--- config.mk ---
export PLATFORM = sky130hd
export DESIGN_NAME = addr_gen_pair
export DESIGN_NICKNAME = d
export VERILOG_FILES = /design/src/rtl/agp_pkg.sv /design/src/rtl/agp_bank.sv /design/src/rtl/agp_step.sv /design/src/rtl/addr_gen_pair.sv
export SDC_FILE = /design/constraint.sdc
export NUM_CORES = 2
export LEC_CHECK = 0
export CAP_MARGIN = 20
export CORE_ASPECT_RATIO = 1.2
export CORE_MARGIN = 2
export CORE_UTILIZATION = 45
export CTS_CLUSTER_DIAMETER = 30
export CTS_CLUSTER_SIZE = 16
export DETAILED_ROUTE_END_ITERATION = 10
export PLACE_DENSITY = 0.73
export SETUP_SLACK_MARGIN = 0.4
export SLEW_MARGIN = 15
export SYNTH_ARGS = -nofsm -noshare
export SYNTH_HDL_FRONTEND = slang
export SYNTH_SLANG_ARGS = --single-unit
--- constraint.sdc ---
create_clock -name clk -period 26.9 [get_ports clk]
set_input_delay 5.38 -clock clk [delete_from_list [all_inputs] [get_ports clk]]
set_output_delay 5.38 -clock clk [all_outputs]
set_load 0.03 [all_outputs]
--- src/rtl/agp_pkg.sv ---
package agp_pkg;
  typedef enum logic [1:0] {
    RK_PTR   = 2'd0,
    RK_STEP  = 2'd1,
    RK_SIZE  = 2'd2,
    RK_START = 2'd3
  } reg_kind_e;
endpackage

--- src/rtl/agp_bank.sv ---
module agp_bank
  import agp_pkg::*;
#(
  parameter int AW = 14,
  parameter int NREG = 8,
  parameter bit BANK_ID = 1'b0,
  localparam int LW = $clog2(NREG),
  localparam int SELW = LW + 1
) (
  input  logic            clk,
  input  logic            rst_n,
  input  logic            wr_en,
  input  reg_kind_e       wr_kind,
  input  logic [SELW-1:0] wr_sel,
  input  logic [AW-1:0]   wr_data,
  input  logic [LW-1:0]   rd_ptr,
  input  logic [LW-1:0]   rd_step,
  input  logic            upd_en,
  input  logic [AW-1:0]   upd_val,
  output logic [AW-1:0]   ptr_o,
  output logic [AW-1:0]   step_o,
  output logic [AW-1:0]   size_o,
  output logic [AW-1:0]   start_o
);
  logic [AW-1:0] ptr_q   [NREG];
  logic [AW-1:0] step_q  [NREG];
  logic [AW-1:0] size_q  [NREG];
  logic [AW-1:0] start_q [NREG];

  logic          mine;
  logic [LW-1:0] loc;
  assign mine = wr_en && (wr_sel[SELW-1] == BANK_ID);
  assign loc  = wr_sel[LW-1:0];

  for (genvar k = 0; k < NREG; k++) begin : g_ent
    logic hit;
    assign hit = mine && (loc == LW'(k));
    always_ff @(posedge clk) begin
      if (!rst_n) begin
        ptr_q[k]   <= '0;
        step_q[k]  <= '0;
        size_q[k]  <= '0;
        start_q[k] <= '0;
      end else begin
        if (hit && wr_kind == RK_PTR)
          ptr_q[k] <= wr_data;
        else if (upd_en && rd_ptr == LW'(k))
          ptr_q[k] <= upd_val;
        if (hit && wr_kind == RK_STEP)  step_q[k]  <= wr_data;
        if (hit && wr_kind == RK_SIZE)  size_q[k]  <= wr_data;
        if (hit && wr_kind == RK_START) start_q[k] <= wr_data;
      end
    end
  end

  assign ptr_o   = ptr_q[rd_ptr];
  assign step_o  = step_q[rd_step];
  assign size_o  = size_q[rd_ptr];
  assign start_o = start_q[rd_ptr];
endmodule

--- src/rtl/agp_step.sv ---
module agp_step #(
  parameter int AW = 14
) (
  input  logic [AW-1:0] ptr,
  input  logic [AW-1:0] step,
  input  logic [AW-1:0] size,
  input  logic [AW-1:0] start,
  input  logic          zero,
  input  logic          pre,
  output logic [AW-1:0] eff,
  output logic [AW-1:0] nxt
);
  localparam int XW = AW + 2;
  localparam logic signed [XW-1:0] ONE = XW'(1);

  logic signed [XW-1:0] sum, top, lo, ring, fixd;
  logic [AW-1:0] inc;

  always_comb begin
    inc  = zero ? '0 : step;
    sum  = $signed({2'b00, ptr}) + $signed({{2{inc[AW-1]}}, inc});
    lo   = $signed({2'b00, start});
    ring = $signed({2'b00, size});
    top  = lo + ring - ONE;
    fixd = sum;
    if (size != '0) begin
      if (sum > top)     fixd = sum - ring;
      else if (sum < lo) fixd = sum + ring;
    end
    nxt = fixd[AW-1:0];
    eff = pre ? nxt : ptr;
  end
endmodule

--- src/rtl/addr_gen_pair.sv ---
module addr_gen_pair
  import agp_pkg::*;
#(
  parameter int AW = 14,
  parameter int NREG = 8,
  localparam int LW = $clog2(NREG),
  localparam int SELW = LW + 1
) (
  input  logic            clk,
  input  logic            rst_n,
  input  logic            wr_en,
  input  logic [1:0]      wr_type,
  input  logic [SELW-1:0] wr_sel,
  input  logic [AW-1:0]   wr_data,
  input  logic            g0_req,
  input  logic [LW-1:0]   g0_idx,
  input  logic [LW-1:0]   g0_mod,
  input  logic            g0_zero,
  input  logic            g0_pre,
  input  logic            g0_pm,
  input  logic            g1_req,
  input  logic [LW-1:0]   g1_idx,
  input  logic [LW-1:0]   g1_mod,
  input  logic            g1_zero,
  input  logic            g1_pre,
  input  logic            g1_pm,
  output logic [AW-1:0]   dm_addr0,
  output logic            dm_valid0,
  output logic [AW-1:0]   dm_addr1,
  output logic            dm_valid1,
  output logic [AW-1:0]   pm_addr,
  output logic            pm_valid,
  output logic            g0_err
);
  localparam int NG = 2;

  logic [NG-1:0] req_v, zero_v, pre_v, pm_v, ok_v;
  logic [LW-1:0] idx_v [NG];
  logic [LW-1:0] mod_v [NG];
  logic [AW-1:0] eff_v [NG];
  reg_kind_e     kind;

  assign kind   = reg_kind_e'(wr_type);
  assign req_v  = {g1_req, g0_req};
  assign zero_v = {g1_zero, g0_zero};
  assign pre_v  = {g1_pre, g0_pre};
  assign pm_v   = {g1_pm, g0_pm};
  assign idx_v[0] = g0_idx;
  assign idx_v[1] = g1_idx;
  assign mod_v[0] = g0_mod;
  assign mod_v[1] = g1_mod;

  for (genvar g = 0; g < NG; g++) begin : g_eng
    logic [AW-1:0] p, s, l, b, nx;
    // engine 0 cannot reach program memory: such a request is dropped
    if (g == 0) begin : g_dm_only
      assign ok_v[g] = req_v[g] && !pm_v[g];
    end else begin : g_dual
      assign ok_v[g] = req_v[g];
    end

    agp_bank #(.AW(AW), .NREG(NREG), .BANK_ID(g[0])) u_bank (
      .clk     (clk),
      .rst_n   (rst_n),
      .wr_en   (wr_en),
      .wr_kind (kind),
      .wr_sel  (wr_sel),
      .wr_data (wr_data),
      .rd_ptr  (idx_v[g]),
      .rd_step (mod_v[g]),
      .upd_en  (ok_v[g] && !zero_v[g]),
      .upd_val (nx),
      .ptr_o   (p),
      .step_o  (s),
      .size_o  (l),
      .start_o (b)
    );

    agp_step #(.AW(AW)) u_step (
      .ptr   (p),
      .step  (s),
      .size  (l),
      .start (b),
      .zero  (zero_v[g]),
      .pre   (pre_v[g]),
      .eff   (eff_v[g]),
      .nxt   (nx)
    );
  end

  assign dm_valid0 = ok_v[0];
  assign dm_addr0  = ok_v[0] ? eff_v[0] : '0;
  assign g0_err    = g0_req && g0_pm;
  assign dm_valid1 = ok_v[1] && !g1_pm;
  assign dm_addr1  = dm_valid1 ? eff_v[1] : '0;
  assign pm_valid  = ok_v[1] && g1_pm;
  assign pm_addr   = pm_valid ? eff_v[1] : '0;
endmodule

==> flow_summary.toml <==
[floorplanning]
die_height_um = 369
fp.coreArea_sq_um = 110000
dieWidth_um = 308
dieArea_sq_um = 114000
rows = 133
start_util = 0.455
io_pins = 89

[global_routing]
grtUsageMet3 = 0.0488
grt_pass1_vias = 34500
grt-ovfl-total = 0
antenna_found_initial = 7
grt_pass1_wl_mm = 213
use_met2 = 0.424
grt-busiest-layer = "met2"
track_usage = 0.253
grt_use_met1 = 0.315
grt_max_degree = 65

[synthesis]
synth_ff_type = "edfxtp_1"
synth_edf_count = 896
synth-async-reset-ratio = 0
synth.avg_cell_area_sq_um = 12.4
synth_area_sq_um = 49900
yosysMostFrequentCell = "edfxtp_1"
syn_inst = 4025
syn_nets = 4246
synth_top_area_frac = 0.540
synthTopCellsByArea = "edfxtp_1 (54%), mux4_2 (10%), and2_1 (8.8%), ha_1 (4.3%), nand2_1 (2.1%)"
synth_common_cells = "edfxtp_1 (896), and2_1 (704), nand2_1 (285), clkbuf_1 (229), mux4_2 (222)"
ys_ff_latch = 896
yosysSeqAreaShare = 0.540
synth_top_area_cell = "edfxtp_1"
yosys_warnings = 0
ys_types = 84

[placed_design]
dpl_cell_area_sq_um = 52100
port_buffers = 88
hpwl_mm = 91.5
gp_congestion = 0.956

[sta]
post-route-period-util = 0.739
hold_viol = 0
setup_viol = 0
setup_tns_ns = 0
maxSlewViolCount = 0
worst_slew_pin_slew_ns = 1.13
fmax_ghz = 0.0503
fin_skew_ns = 0.0506
period_needed_ns = 19.87
rsz0062_at_grt = "no"
slew_headroom = 0.238

[pwr]
swShare = 0.309
switching_power_uw = 1470
leakagePower_uw = 0.0211
seq_power_share = 0.343
irDropWorstVdd_uv = 47.9
power_per_cell_area_nw_per_um2 = 82.8
internal_power_uw = 3290
clockPowerShare = 0.416
comb_power_share = 0.241

[detailed_routing]
vias = 34200
firstDrtPassIters = 7
drt_iter0_drc = 4135
wire_per_inst_um = 25.6
viasPerCell = 6.08
ant_nets = 0
wl_mm = 144
drt_drc_violations_left = 0

[clock_network]
post-cts-setup-buffer-count = 0
cts_resized = 0
h-tree-depth = 4
path_clk_slew_ns = 0.05
clock_latency_ns = 0.76
cts_tree = "yes"
cts_root_buffer = "clkbuf_16"
cts_buffer_depth = 3
cts_num_sinks = 896
numCtsBuffers = 153
cts_hold_buf = 0

[critical_path]
critPathMaxFanout = 34
critical_path_required_ns = 21.52
critPathMaxStageDelay_ns = 0.75
crit_type = "input port to output pin"
cp-start-kind = "input port"
slowest_stage = "mux2i_1"
cp.arrival_ns = 14.49
endpoint_kind = "output pin"

[run_status]
outcome = "finished, final reports clean"

[cells_and_area]
syn_to_final_growth_pct = 15.1
drive_gt1_frac = 0.160
final_nets = 4312
final_area_sq_um = 57400

[hold_path]
hold_class = "register to register"

[run]
max_cap_violations = 0
==> final timing paths <==
kind | start | to | slack [ns] | cells after the start
max reg2reg | g_eng[0].u_bank.start_q[3][0] | g_eng[0].u_bank.ptr_q[4][9] | 18.63 | 25
min reg2reg | g_eng[0].u_bank.size_q[5][0] | g_eng[0].u_bank.ptr_q[4][0] | 1.58 | 6
max | g1_idx[1] | pm_addr[0] | 7.03 | 27
min | g_eng[0].u_bank.size_q[5][0] | g_eng[0].u_bank.ptr_q[4][0] | 1.58 | 6
==> kinds of logic (layout without fill, tap and decap cells) <==
logic type                 count (synthesis)  count (layout)  synth area share
buffers and inverters                    425             612            0.0340
other                                      0               2                 0
adders and majority gates                178             178            0.0459
and+or+nand+nor                         1448            1448             0.156
muxes                                    313             313             0.120
DFF                                      896             896             0.540
AOI/OAI and AO/OA                        665             665            0.0867
xor gates and xnor gates                 100             100            0.0177
==> power by group through the flow <==
stage / combinational [uW] / sequential, uW / clock [uW]
final: 1150 / 1630 / 1980
after global routing: 1220 / 1630 / 2060
after CTS: 1120 / 1630 / 1990
after detailed placement: 1110 / 1660 / 0
after global placement: 1100 / 1650 / 0
after floorplan: 768 / 1650 / 0
==> layout by cell type (no fill, tap or decap), types with 21 or more instances in the layout <==
| cell | count |
|---|---|
| xor2_1 | 30 |
| ha_1 | 170 |
| nand2_1 | 285 |
| clkdlybuf4s50_1 | 65 |
| or3_1 | 23 |
| nor3_1 | 38 |
| buf_2 | 21 |
| mux2i_1 | 63 |
| nand2b_1 | 26 |
| buf_4 | 119 |
| nand3_1 | 56 |
| nand4_1 | 21 |
| edfxtp_1 | 896 |
| xnor2_1 | 69 |
| a21o_1 | 28 |
| mux4_2 | 222 |
| o21ai_0 | 163 |
| and2_1 | 704 |
| a22o_1 | 86 |
| nor2_1 | 210 |
| bufinv_16 | 23 |
| clkbuf_16 | 154 |
| inv_1 | 128 |
| mux2_2 | 26 |
| a21oi_1 | 123 |
| o21ai_1 | 87 |
==> sequential cells by signal, indices dropped and copies added, names as in the netlist <==
register              flops
g_eng.u_bank.ptr_q      224
g_eng.u_bank.size_q     224
g_eng.u_bank.start_q    224
g_eng.u_bank.step_q     224
==> worst max-delay path: cells and delay by family <==
| family | cells | cell delay [ns] |
|---|---|---|
| buffers and inverters | 4 | 2.12 |
| xor gates and xnor gates | 2 | 0.43 |
| muxes | 3 | 1.62 |
| adders and majority gates | 3 | 1.00 |
| and+or+nand+nor | 6 | 1.88 |
| AOI/OAI and AO/OA | 9 | 1.98 |
==> routing by layer <==
layer  vias up  part of all wire
met3       374             0.088
met4         4             0.046
met5         -           0.00019
li1      15000                 -
met1     17000              0.37
met2      1843              0.49
==> through the flow <==
stage                util  instances  hold slack (ns)  power [uW]  worst slack (ns)
finish              0.524       5631             1.58        4760              7.03
global route        0.524       5629             1.63        4920              6.41
CTS                 0.523       5626             1.56        4740              7.09
detailed placement  0.475       5350             1.57        2770              7.15
global placement    0.475       5349             1.54        2760              7.26
floorplan               -       4025             1.18        2420              8.20
==> cell type report <==
type                            instances  area (sq um)
Fill cell                            8999         52200
Sequential cell                       896         26900
Multi-Input combinational cell       2704         21300
Clock buffer                          174          3930
Tap cell                             1417          1770
Timing Repair Buffer                  207          1690
Clock inverter                        102          1330
Inverter                              129           484
Antenna cell                            2          5.00
(Power assumes the default switching activity.)
